==> src/rtl/dp_pkg.sv <==
// Package: TAP state encoding, instruction codes and acknowledge codes
// shared by the debug-port responder and its submodules.
package dp_pkg;
    typedef enum logic [3:0] {
        ST_TLR, ST_IDLE,
        ST_SEL_DR, ST_CAP_DR, ST_SH_DR, ST_EX1_DR, ST_PAU_DR, ST_EX2_DR, ST_UPD_DR,
        ST_SEL_IR, ST_CAP_IR, ST_SH_IR, ST_EX1_IR, ST_PAU_IR, ST_EX2_IR, ST_UPD_IR
    } tap_state_e;

    localparam logic [3:0] INS_ABORT  = 4'h8;
    localparam logic [3:0] INS_DPACC  = 4'hA;
    localparam logic [3:0] INS_APACC  = 4'hB;
    localparam logic [3:0] INS_IDCODE = 4'hE;

    localparam logic [2:0] ACK_OK   = 3'b010;
    localparam logic [2:0] ACK_WAIT = 3'b001;
endpackage

==> src/rtl/dp_tap_fsm.sv <==
// Module: dp_tap_fsm
// The 16-state IEEE 1149.1 TAP controller. It moves on every rising TCK
// edge according to TMS. Assumes rst_n is synchronous to tck.
module dp_tap_fsm
    import dp_pkg::*;
(
    input  logic       tck,
    input  logic       rst_n,
    input  logic       tms,
    output tap_state_e state
);
    tap_state_e nxt;

    // Next-state table of the TAP controller
    always_comb begin
        unique case (state)
            ST_TLR:    nxt = tms ? ST_TLR    : ST_IDLE;
            ST_IDLE:   nxt = tms ? ST_SEL_DR : ST_IDLE;
            ST_SEL_DR: nxt = tms ? ST_SEL_IR : ST_CAP_DR;
            ST_CAP_DR: nxt = tms ? ST_EX1_DR : ST_SH_DR;
            ST_SH_DR:  nxt = tms ? ST_EX1_DR : ST_SH_DR;
            ST_EX1_DR: nxt = tms ? ST_UPD_DR : ST_PAU_DR;
            ST_PAU_DR: nxt = tms ? ST_EX2_DR : ST_PAU_DR;
            ST_EX2_DR: nxt = tms ? ST_UPD_DR : ST_SH_DR;
            ST_UPD_DR: nxt = tms ? ST_SEL_DR : ST_IDLE;
            ST_SEL_IR: nxt = tms ? ST_TLR    : ST_CAP_IR;
            ST_CAP_IR: nxt = tms ? ST_EX1_IR : ST_SH_IR;
            ST_SH_IR:  nxt = tms ? ST_EX1_IR : ST_SH_IR;
            ST_EX1_IR: nxt = tms ? ST_UPD_IR : ST_PAU_IR;
            ST_PAU_IR: nxt = tms ? ST_EX2_IR : ST_PAU_IR;
            ST_EX2_IR: nxt = tms ? ST_UPD_IR : ST_SH_IR;
            default:   nxt = tms ? ST_SEL_DR : ST_IDLE;
        endcase
    end

    // State register, reset to Test-Logic-Reset
    always_ff @(posedge tck) begin
        if (!rst_n) state <= ST_TLR;
        else        state <= nxt;
    end
endmodule

==> src/rtl/dp_ap_regs.sv <==
// Module: dp_ap_regs
// Stand-in access-port register file. It accepts one access at a time and
// keeps it pending for lat+1 TCK edges. A write is committed when the access
// completes, and a read result is offered on done/rdata at that edge. A
// cancel drops the pending access and beats a completion on the same edge.
// Assumes the caller never issues while busy is high.
module dp_ap_regs #(
    parameter int BANK_W = 1,
    parameter int LAT_W  = 8,
    parameter int DATA_W = 32,
    localparam int IDX_W  = BANK_W + 2,
    localparam int NWORDS = 1 << IDX_W
) (
    input  logic              tck,
    input  logic              rst_n,
    input  logic              issue,
    input  logic              rnw,
    input  logic [IDX_W-1:0]  idx,
    input  logic [DATA_W-1:0] wdata,
    input  logic              abort,
    input  logic [LAT_W-1:0]  lat,
    output logic              busy,
    output logic              done,
    output logic [DATA_W-1:0] rdata
);
    logic              pend_q;
    logic [LAT_W-1:0]  cnt_q;
    logic              op_rnw_q;
    logic [IDX_W-1:0]  op_idx_q;
    logic [DATA_W-1:0] op_wd_q;
    logic [DATA_W-1:0] mem_q [NWORDS];
    logic              finish;

    assign finish = pend_q && (cnt_q == '0) && !abort;
    assign busy   = pend_q;
    assign done   = finish && op_rnw_q;
    assign rdata  = mem_q[op_idx_q];

    // Track the pending access: launch, count down, complete or cancel
    always_ff @(posedge tck) begin
        if (!rst_n) begin
            pend_q   <= 1'b0;
            cnt_q    <= '0;
            op_rnw_q <= 1'b0;
            op_idx_q <= '0;
            op_wd_q  <= '0;
        end else if (abort) begin
            pend_q <= 1'b0;
        end else if (issue) begin
            pend_q   <= 1'b1;
            cnt_q    <= lat;
            op_rnw_q <= rnw;
            op_idx_q <= idx;
            op_wd_q  <= wdata;
        end else if (pend_q) begin
            if (cnt_q == '0) pend_q <= 1'b0;
            else             cnt_q  <= cnt_q - 1'b1;
        end
    end

    // Register file storage; a write lands when its access completes
    always_ff @(posedge tck) begin
        if (!rst_n) begin
            for (int i = 0; i < NWORDS; i++) mem_q[i] <= '0;
        end else if (finish && !op_rnw_q) begin
            mem_q[op_idx_q] <= op_wd_q;
        end
    end

    AST_NO_ISSUE_BUSY: assert property (@(posedge tck) disable iff (!rst_n)
        issue |-> !pend_q);
    AST_ABORT_NO_COMMIT: assert property (@(posedge tck) disable iff (!rst_n)
        (abort && pend_q && !op_rnw_q) |=> $stable(mem_q[$past(op_idx_q)]));
endmodule

==> src/rtl/jtag_dp_responder.sv <==
// Module: jtag_dp_responder
// Debug port behind a TAP. It decodes the instruction register, shifts the
// identification, access, cancel and bypass data registers, returns OK or
// WAIT, posts read results for the next scan, and keeps the sticky overrun
// and fault flags. Assumes a synchronous active-low reset on tck.
module jtag_dp_responder
    import dp_pkg::*;
#(
    parameter logic [31:0] IDCODE_VAL = 32'h3C0D_E0F1,
    parameter int          BANK_W     = 1,
    parameter int          LAT_W      = 8
) (
    input  logic             tck,
    input  logic             rst_n,
    input  logic             tms,
    input  logic             tdi,
    input  logic [LAT_W-1:0] ap_lat,
    output logic             tdo
);
    localparam int DATA_W = 32;
    localparam int SCAN_W = DATA_W + 3;
    localparam int IDX_W  = BANK_W + 2;

    tap_state_e        state;
    logic [3:0]        ir_q, ir_sh_q;
    logic [SCAN_W-1:0] sr_q;
    logic [DATA_W-1:0] posted_q;
    logic              cap_wait_q, ordet_q, orun_q, err_q;
    logic [3:0]        bank_q;
    logic              is_acc, is_long, upd, upd_ok, bank_ok;
    logic              ap_issue, ap_fault, ap_abort, orun_set;
    logic              ap_busy, ap_done;
    logic [DATA_W-1:0] ap_rdata;
    logic              req_rnw;
    logic [1:0]        req_a;
    logic [DATA_W-1:0] req_wd;

    dp_tap_fsm u_tap (.tck(tck), .rst_n(rst_n), .tms(tms), .state(state));

    assign is_acc   = (ir_q == INS_DPACC) || (ir_q == INS_APACC);
    assign is_long  = is_acc || (ir_q == INS_ABORT);
    assign upd      = (state == ST_UPD_DR);
    assign req_rnw  = sr_q[0];
    assign req_a    = sr_q[2:1];
    assign req_wd   = sr_q[SCAN_W-1:3];
    assign upd_ok   = upd && is_acc && !cap_wait_q;
    assign bank_ok  = (bank_q >> BANK_W) == 4'd0;
    assign ap_issue = upd_ok && (ir_q == INS_APACC) && !orun_q && !err_q && bank_ok;
    assign ap_fault = upd_ok && (ir_q == INS_APACC) && !orun_q && !err_q && !bank_ok;
    assign ap_abort = upd && (ir_q == INS_ABORT) && sr_q[3];
    assign orun_set = upd && is_acc && cap_wait_q && ordet_q;

    dp_ap_regs #(.BANK_W(BANK_W), .LAT_W(LAT_W), .DATA_W(DATA_W)) u_ap (
        .tck(tck), .rst_n(rst_n), .issue(ap_issue), .rnw(req_rnw),
        .idx({bank_q[BANK_W-1:0], req_a}), .wdata(req_wd), .abort(ap_abort),
        .lat(ap_lat), .busy(ap_busy), .done(ap_done), .rdata(ap_rdata)
    );

    // Instruction register: capture, shift, update, forced in Test-Logic-Reset
    always_ff @(posedge tck) begin
        if (!rst_n) begin
            ir_q    <= INS_IDCODE;
            ir_sh_q <= '0;
        end else begin
            case (state)
                ST_TLR:    ir_q    <= INS_IDCODE;
                ST_CAP_IR: ir_sh_q <= 4'b0001;
                ST_SH_IR:  ir_sh_q <= {tdi, ir_sh_q[3:1]};
                ST_UPD_IR: ir_q    <= ir_sh_q;
                default: ;
            endcase
        end
    end

    // Data shift register: capture per instruction, then shift LSB first
    always_ff @(posedge tck) begin
        if (!rst_n) begin
            sr_q       <= '0;
            cap_wait_q <= 1'b0;
        end else if (state == ST_CAP_DR) begin
            cap_wait_q <= ap_busy;
            if (is_long)                  sr_q <= {posted_q, ap_busy ? ACK_WAIT : ACK_OK};
            else if (ir_q == INS_IDCODE)  sr_q <= {3'b000, IDCODE_VAL};
            else                          sr_q <= '0;
        end else if (state == ST_SH_DR) begin
            if (is_long)                  sr_q <= {tdi, sr_q[SCAN_W-1:1]};
            else if (ir_q == INS_IDCODE)  sr_q <= {3'b000, tdi, sr_q[DATA_W-1:1]};
            else                          sr_q <= {{(SCAN_W-1){1'b0}}, tdi};
        end
    end

    // Debug-port registers, sticky flags and the posted read result
    always_ff @(posedge tck) begin
        if (!rst_n) begin
            posted_q <= '0;
            ordet_q  <= 1'b0;
            orun_q   <= 1'b0;
            err_q    <= 1'b0;
            bank_q   <= '0;
        end else begin
            if (ap_done) posted_q <= ap_rdata;
            if (orun_set) orun_q <= 1'b1;
            if (ap_fault) err_q  <= 1'b1;
            if (upd_ok && (ir_q == INS_DPACC)) begin
                case (req_a)
                    2'd0: if (req_rnw) posted_q <= '0;
                    2'd1: if (req_rnw) begin
                        posted_q <= {26'd0, err_q, 3'd0, orun_q, ordet_q};
                    end else begin
                        ordet_q <= req_wd[0];
                        if (req_wd[1]) orun_q <= 1'b0;
                        if (req_wd[5]) err_q  <= 1'b0;
                    end
                    2'd2: if (req_rnw) posted_q <= {24'd0, bank_q, 4'd0};
                          else         bank_q   <= req_wd[7:4];
                    default: ;
                endcase
            end
        end
    end

    // Serial output: low bit of whichever register is shifting
    always_comb begin
        if (state == ST_SH_IR)      tdo = ir_sh_q[0];
        else if (state == ST_SH_DR) tdo = sr_q[0];
        else                        tdo = 1'b0;
    end

    AST_TLR_IDCODE: assert property (@(posedge tck) disable iff (!rst_n)
        (state == ST_TLR) |=> (ir_q == INS_IDCODE));
    AST_WAIT_WHEN_BUSY: assert property (@(posedge tck) disable iff (!rst_n)
        (state == ST_CAP_DR && is_long && ap_busy) |=> (sr_q[2:0] == ACK_WAIT));
    AST_ORUN_ON_WAIT: assert property (@(posedge tck) disable iff (!rst_n)
        (upd && is_acc && cap_wait_q && ordet_q) |=> orun_q);
    AST_RDBUF_NO_EFFECT: assert property (@(posedge tck) disable iff (!rst_n)
        (upd && ir_q == INS_DPACC && !cap_wait_q && sr_q[2:0] == 3'b111) |=> $stable(posted_q));
    AST_ERR_STICKY: assert property (@(posedge tck) disable iff (!rst_n)
        (err_q && !(upd_ok && ir_q == INS_DPACC && sr_q[2:0] == 3'b010 && sr_q[8])) |=> err_q);
endmodule

==> config.mk <==
export PLATFORM = sky130hd
export DESIGN_NAME = jtag_dp_responder
export DESIGN_NICKNAME = d
export VERILOG_FILES = /design/src/rtl/dp_pkg.sv /design/src/rtl/dp_tap_fsm.sv /design/src/rtl/dp_ap_regs.sv /design/src/rtl/jtag_dp_responder.sv
export SDC_FILE = /design/constraint.sdc
export NUM_CORES = 1
export LEC_CHECK = 0
export BUFFER_PORTS_ARGS = -buffer_cell sky130_fd_sc_hd__buf_4
export CAP_MARGIN = 20
export CORE_MARGIN = 8
export CORE_UTILIZATION = 45
export CTS_CLUSTER_DIAMETER = 150
export DETAILED_ROUTE_END_ITERATION = 8
export SLEW_MARGIN = 20
export SYNTH_ARGS = -nofsm -noshare
export SYNTH_HDL_FRONTEND = slang
export SYNTH_HIERARCHICAL = 1
export SYNTH_SLANG_ARGS = --single-unit
==> constraint.sdc <==
create_clock -name tck -period 11 [get_ports tck]
set_input_delay 2.2 -clock tck [delete_from_list [all_inputs] [get_ports tck]]
set_output_delay 2.2 -clock tck [all_outputs]
set_load 0.05 [all_outputs]
==> results by stage, run 1 <==
Logic synthesis:
- The post-synth net total is 1,334.
- During synthesis, Yosys emitted a total of 6 warnings.
- The share of flip-flops with an asynchronous set or reset after synthesis is 0.
- In this run the cell area of the synthesized design comes to 17,200 µm².
- The mean area per synthesized cell is 13.0 µm².
- After technology mapping, the gate count stands at 1,320.
- The portion of the post-synthesis area used by sequential elements is 0.604.
- The number of distinct library cells after synthesis is 71.
- In this run, synthesis produced a sequential element count of 391.
- The commonest register cell after synthesis is edfxtp_1.
- The number of flops mapped to enable cells by yosys is 256.

Critical path:
- STA classifies the critical path startpoint as a register.
- The data arrival time at the worst-slack endpoint is 2.52 ns.
- At the worst endpoint, the required time is 8.80 ns.
- STA classifies the critical path endpoint as an output pin.
- In this run the worst path has a maximum fanout of 21.
- By startpoint and endpoint, the worst setup path is classified as reg -> out.

Clocking:
- The TritonCTS buffer count is 42.
- TritonCTS built the clock tree.
- Clock-pin slew was measured on the worst setup and hold paths at 0.06 ns.
- The clock insertion delay at the later pin of the skew report is 0.54 ns.
- The number of gates resized after CTS was 0.
- Once the clock tree was built, the setup fixing pass inserted 0 buffers.
- The number of sinks handled by clock tree synthesis is 391.
- CTS built an H-tree with a depth of 2.
- The maximum buffer depth of the clock tree is 3.
- The clock root buffer is clkbuf_16.
- In this run, post-CTS hold repair placed 0 buffers.

Cells and area:
- With fillers left out, the area of the finished cells amounts to 19,200 µm².
- The filler cell count is 3,290.
- Compared with the post-synthesis result, the final layout area differs by 11.4%.
- The number of inserted diodes is 0.
- The ratio of cells with drive above 1 in the final layout is 0.192.
- The number of non-filler instances in the completed layout is 1,842.
- The number of nets in the final layout is 1,311.
- For this run, the share of the core covered by cells in the final layout is 0.509.

STA:
- The final count of negative-setup-slack endpoints is 0.
- Setup slack closes at 6.28 ns.
- For the pin with the worst max-slew slack, the measured transition is 1.04 ns.
- Setup repair after global routing left no endpoint under its margin.
- The routed design could run at a clock period as short as 4.72 ns.
- The hold violation count in the final report came to 0.
- Static timing analysis puts the maximum clock frequency at 0.212 GHz.
- Dividing the final minimum period by the clock period gives 0.429.
- Clock skew on the completed layout was measured at 0.0183 ns.
- The worst pin sits at a relative slew slack of 0.310.
- The max-slew violation count was 0.
- The sum of negative setup slack is 0 ns.

Place:
- After detailed placement, the design holds a cell count of 1,763.
- Detailed placement finished with a half-perimeter wire length of 24,400 µm.
- Input and output buffers added on the ports amount to 12.
- Timing analysis after detailed placement gives a worst setup slack of 6.22 ns.
- The final weighted congestion in routability-driven placement is 0.825.
- The standard cell area after detailed placement is 17,800 µm².

Drt:
- The iteration count of the initial detailed-routing pass is 5.
- The iteration-0 DRC count of the detailed router is 825.
- The ratio of routed vias to standard cells is 5.67.
- For this block, the via count after detailed routing is 10,400.
- The wire length after detailed routing is 40,700 µm.
- The routed length per instance is 22.1 µm.
- The count of unresolved DRC violations after routing is 0.
- The count of nets left with antenna violations after detail routing is 0.

Floorplanning:
- The die covers 44,800 µm².
- The number of rows created at floorplan is 71.
- The height of the die is 212 µm.
- 13 I/O pins were placed.
- The die span in x is 212 µm.
- The effective utilization at floorplan is 0.457.
- The placeable core region is 37,700 µm².

Power and ir drop:
- The power density normalized to cell area is 161 nW/µm².
- The static power due to leakage is 6.87 nW.
- VDD sags by at most 0.0000896 V.

Global route:
- The via count of the first global-routing pass is 10,500.
- The initial antenna violation count is 0.
- The total routing usage reported by global routing is 0.183.
- The first global-routing pass estimated 63,200 µm of wire.
- The largest net degree at the start of global routing is 98.
- For this run the aggregate overflow at the end of global routing stands at 0.

Job:
- The max-capacitance violation count is 0.

Worst hold path:
- The worst hold path class is reg -> reg.

Outcome:
- The flow ran to the end, and the final reports show no timing, DRC or antenna violations.
-- cell families (layout without fill, tap and decap cells) --
| group | Yosys count | in the layout | share of synthesized area |
|---|---|---|---|
| DFF | 391 | 391 | 0.604 |
| and+or+nand+nor | 501 | 501 | 0.169 |
| xor gates and xnor gates | 1 | 1 | 0.000509 |
| buffers and inverters | 115 | 126 | 0.0303 |
| AOI/OAI and AO/OA | 175 | 175 | 0.0679 |
| muxes | 135 | 135 | 0.127 |
| adders and majority gates | 2 | 2 | 0.00145 |
-- synth_stat cells, types with 6 or more instances --
cell type / count / share of area
nand3_1: 12 / 0.0035
o22ai_1: 18 / 0.0065
mux2i_1: 39 / 0.023
and2_1: 139 / 0.051
edfxtp_1: 256 / 0.45
mux2_2: 32 / 0.021
mux4_2: 64 / 0.084
clkbuf_1: 69 / 0.015
o21ai_0: 23 / 0.0067
a21oi_1: 57 / 0.017
and3_1: 109 / 0.040
and2_2: 22 / 0.0096
buf_6: 6 / 0.0039
a32oi_1: 10 / 0.0051
nor2_1: 46 / 0.010
buf_2: 13 / 0.0038
o2bb2ai_1: 22 / 0.011
nand2_1: 106 / 0.023
inv_1: 15 / 0.0033
a31oi_1: 9 / 0.0033
a221o_1: 7 / 0.0041
dfxtp_1: 135 / 0.16
nand2b_1: 12 / 0.0044
-- power by group --
group / leakage [nW] / internal (W) / switching, W
Sequential: 3.73 / 0.00159 / 0.0000175
Clock: 0.683 / 0.000820 / 0.000568
Combinational: 2.46 / 0.0000292 / 0.0000565
-- sequential cells by signal, summed over array words and instances (netlist names), 3 cells and up, named ones only --
signal / flops
sr_q: 35
ir_sh_q: 4
u_tap/state: 4
u_ap/op_idx_q: 3
ir_q: 4
u_ap/mem_q: 256
posted_q: 32
bank_q: 4
u_ap/cnt_q: 8
u_ap/op_wd_q: 32
-- final timing paths --
check	start	endpoint	slack, ns	depth (start not counted)
min reg2reg	sr_q[29]	u_ap/op_wd_q[26]	0.47	2
min	sr_q[29]	u_ap/op_wd_q[26]	0.47	2
max reg2reg	u_tap/state[0]	u_ap/mem_q[5][16]	6.75	7
max	u_tap/state[2]	tdo	6.28	3
-- critical path, cell delays in order (launching register included) --
cell and delay, ns:
dfxtp_1 0.72, nor4b_1 0.83, a32o_1 0.23, buf_4 0.20
-- cell usage in the layout (no fill, tap or decap), types with 22 or more instances in the layout --
cell type  count
a21oi_1       57
and2_1       139
and2_2        22
and3_1       108
buf_4         32
clkbuf_16     47
dfxtp_1      132
edfxtp_1     256
mux2_2        32
mux2i_1       39
mux4_2        64
nand2_1      105
nor2_1        41
o2bb2ai_1     22
-- stage by stage --
| stage | total power [W] | hold WS, ns |
|---|---|---|
| 6_report | 0.00309 | 0.474 |
| 2_1_floorplan | 0.00169 | 0.441 |
| 3_3_place_gp | 0.00173 | 0.458 |
| 4_1_cts | 0.00312 | 0.475 |
| 3_5_place_dp | 0.00173 | 0.464 |
| 5_1_grt | 0.00318 | 0.493 |
-- layer usage --
| metal | part of all wire | global-route usage | wire length [µm] |
|---|---|---|---|
| met5 | 0 | 0 | 0 |
| met4 | 0.020 | 0.0491 | 805 |
| met3 | 0.049 | 0.0302 | 1990 |
| met2 | 0.49 | 0.309 | 20100 |
| met1 | 0.44 | 0.241 | 17900 |
-- final cells by class --
class                   instances  area [µm²]  area share
repair buffers                 33         268      0.0140
clock inverters                17        86.3     0.00450
well taps                     511         639      0.0334
clock buffers                  61        1300      0.0678
inverters                      15        56.3     0.00294
multi-input cells             814        6420       0.335
flip-flops and latches        391       10400       0.542
No activity file was read; power rests on OpenSTA's default activity.
==> run 2: changes to the inputs <==
==> constraint.sdc (replaced) <==
create_clock -name tck -period 4.1 [get_ports tck]
set_input_delay 0.82 -clock tck [delete_from_list [all_inputs] [get_ports tck]]
set_output_delay 0.82 -clock tck [all_outputs]
set_load 0.05 [all_outputs]
==> results by stage, run 2 (synthesis results as in run 1) <==
STA:
- The clock skew after layout was 0.0178 ns (-0.000538 ns).
- Setup repair after global routing left no endpoint under its margin.
- The final count of negative-setup-slack endpoints is 0 (unchanged).
- The slew of the pin with the lowest slew margin was 0.993 ns (-0.0420 ns).
- Dividing the final minimum period by the clock period gives 0.812.
- The worst-case headroom to the max-slew limit is 0.338 (+0.0280).
- The hold violation count in the final report came to 0 (unchanged).
- The post-layout worst setup margin is 0.771 ns (-5.51 ns).
- The max-slew violation count was 0 (unchanged).
- The routed design could run at a clock period as short as 3.33 ns.
- The maximum clock frequency is 0.300 GHz.
- The sum of negative setup slack is 0 ns (unchanged).

Critical path:
- The highest cell delay on the worst timing path was 0.74 ns (-0.09 ns).
- The data arrival time at the worst-slack endpoint is 3.50 ns (+0.98 ns).
- Traced cell by cell, the critical path runs through nor4b_4 -> and4_2 -> or4bb_1 -> or4_4 -> o21ai_4 -> buf_4.
- The data required time at the worst endpoint is 4.27 ns (-4.53 ns).
- The critical path is of the reg -> reg type.
- The critical path's top delay family is simple AND/OR/NAND/NOR gates.
- The type of element launching the critical path is a register.
- The combined buffer and inverter count along the critical path is 1 (unchanged).
- The worst setup path is captured at a register.
- The largest fanout on the critical path is 32 (+52%).
- The cell with the largest stage delay on the worst path is dfxtp_1.

Power and ir drop:
- The power density normalized to cell area is 427 nW/µm² (+170%).
- The combinational cell fraction of total power is 0.030 (+0.002).
- The fraction of power consumed by the clock network is 0.447 (-0.003).
- The part of the total power dissipated in sequential elements was 0.524 (+0.002).
- The net switching fraction of the power came to 0.208 (about the same).
- The maximum VDD drop came to 0.000366 V (+310%).
- The internal power contribution is 0.00652 W (+170%).
- The net switching power came to 0.00171 W (+170%).
- The static power due to leakage is 6.95 nW (+1.1%).

Drt:
- The routed length per instance is 22.0 µm (-0.35%).
- The ratio of routed vias to standard cells is 5.68 (+0.11%).
- The wire length after detailed routing is 41,000 µm (+0.62%).
- The iteration count of the initial detailed-routing pass is 5 (unchanged).
- The count of unresolved DRC violations after routing was 0 (unchanged).
- The total via count in the routed design was 10,600 (+1.1%).
- The count of nets left with antenna violations after detail routing was 0 (unchanged).
- The iteration-0 DRC count of the detailed router was 806 (-2.3%).

Cells and area:
- The storage element area is 10,400 µm² (unchanged).
- The top register by number of flip-flops is u_ap/mem_q.
- The largest registers in the layout are u_ap/mem_q x256, sr_q x35.
- The library cell used most frequently in the layout, excluding fill and tap cells, is edfxtp_1.
- The number of inserted diodes is 0 (unchanged).
- The post-layout instance area is 19,300 µm² (+0.56%).
- The flip-flop count of the largest register, all copies and words added was 256 (unchanged).
- The ratio of cells with drive above 1 in the final layout is 0.201 (+0.00855).
- The post-synthesis to final-layout area growth is 12.0%.
- The filler cell count is 3,256 (-1.0%).
- The number of nets in the final layout is 1,330 (+1.4%).
- The area of the multi-input gates was 6410 µm² (-0.14%).
- Leaving out fill and tap cells, the most frequent cells in the layout are edfxtp_1, and2_1, dfxtp_1.

Global route:
- The remaining global-route overflow is 0 (unchanged).
- The first-pass GRT wire length was 64,600 µm (+2.2%).
- The largest net degree at the start of global routing is 97 (-1.0%).
- The via count of the first global-routing pass is 10,700 (+2.1%).
- The total routing usage reported by global routing is 0.186 (+0.00300).
- The initial antenna violation count is 0 (unchanged).

Floorplanning:
- The number of I/O pins is 13 (unchanged).
- The die span in x is 212 µm (unchanged).
- The height of the die is 212 µm (unchanged).
- The area of the die is 44,800 µm² (unchanged).
- The placeable core region came to 37,700 µm² (unchanged).
- The number of rows created at floorplan is 71 (unchanged).
- The effective utilization at floorplan was 0.457 (unchanged).

Place:
- The placement-stage worst setup slack is 0.780 ns (-5.44 ns).
- The placed wire-length estimate was 25,200 µm (+3.3%).
- The standard cell area after detailed placement came to 17,900 µm² (+1.0%).
- The final weighted congestion in routability-driven placement was 0.785 (-4.8%).
- The count of buffers inserted at the top-level ports is 12 (unchanged).

Worst hold path:
- The worst hold path class is reg -> reg.

Clocking:
- The clock tree from TritonCTS is done.
- The clock insertion delay at the later pin of the skew report is 0.55 ns (about the same).
- The cts-stage hold buffer count was 0 (unchanged).
- The maximum buffer depth of the clock tree was 3 (unchanged).
- The clock root buffer is clkbuf_16.
- The number of setup buffers added after CTS is 0 (unchanged).
- The total of cells resized after clock tree synthesis is 0 (unchanged).
- The number of sinks handled by clock tree synthesis is 391 (unchanged).
- The TritonCTS buffer count is 42 (unchanged).
- The clock transition at the register clock pins on the worst setup and hold paths after CTS was 0.06 ns (about the same).
- The maximum level of the CTS H-tree came to 2 (unchanged).

Job:
- The max-capacitance violation count is 0 (unchanged).

Outcome:
- The flow ran to the end, and the final reports show no timing, DRC or antenna violations.
-- run 2: final timing paths --
kind	from	to	slack [ns]	cells after the start
max	u_tap/state[2]	u_ap/mem_q[0][27]	0.77	6
min	ir_sh_q[3]	ir_sh_q[3]	0.47	2
max reg2reg	u_tap/state[2]	u_ap/mem_q[0][27]	0.77	6
min reg2reg	ir_sh_q[3]	ir_sh_q[3]	0.47	2
-- run 2: final cells by class --
cell class | count | area share
clock buffers | 62 | 0.0644
clock inverters | 15 | 0.00519
inverters | 15 | 0.00292
multi-input cells | 814 | 0.333
flip-flops and latches | 391 | 0.539
well taps | 511 | 0.0332
repair buffers | 52 | 0.0222
-- run 2: worst register-to-register path, stage by stage (launching register included) --
cell     delay, ns
dfxtp_1       0.74
nor4b_4       0.14
and4_2        0.33
or4bb_1       0.57
or4_4         0.54
o21ai_4       0.17
buf_4         0.45
-- run 2: per-layer routing --
| layer | global-route usage | vias up | routed length (µm) |
|---|---|---|---|
| met3 | 0.0269 | 52 | 1850 |
| li1 | - | 4923 | - |
| met4 | 0.0474 | 0 | 704 |
| met5 | 0 | - | 0 |
| met2 | 0.312 | 227 | 20000 |
| met1 | 0.251 | 5361 | 18400 |
-- run 2: power by group through the flow --
stage | Clock [W] | Combinational (W) | Sequential, W
6_report | 0.00368 | 0.000243 | 0.00431
5_1_grt | 0.00392 | 0.000261 | 0.00432
4_1_cts | 0.00375 | 0.000245 | 0.00431
3_5_place_dp | 0 | 0.000245 | 0.00440
3_3_place_gp | 0 | 0.000241 | 0.00439
2_1_floorplan | 0 | 0.000157 | 0.00439
-- run 2: through the flow --
step | total power [W] | utilization | cells | hold WS [ns]
after global routing | 0.00850 | 0.512 | 1860 | 0.494
after detailed placement | 0.00464 | 0.476 | 1783 | 0.459
final | 0.00823 | 0.512 | 1860 | 0.468
after global placement | 0.00463 | 0.476 | 1783 | 0.460
after floorplan | 0.00455 | - | 1320 | 0.441
after CTS | 0.00831 | 0.512 | 1860 | 0.468
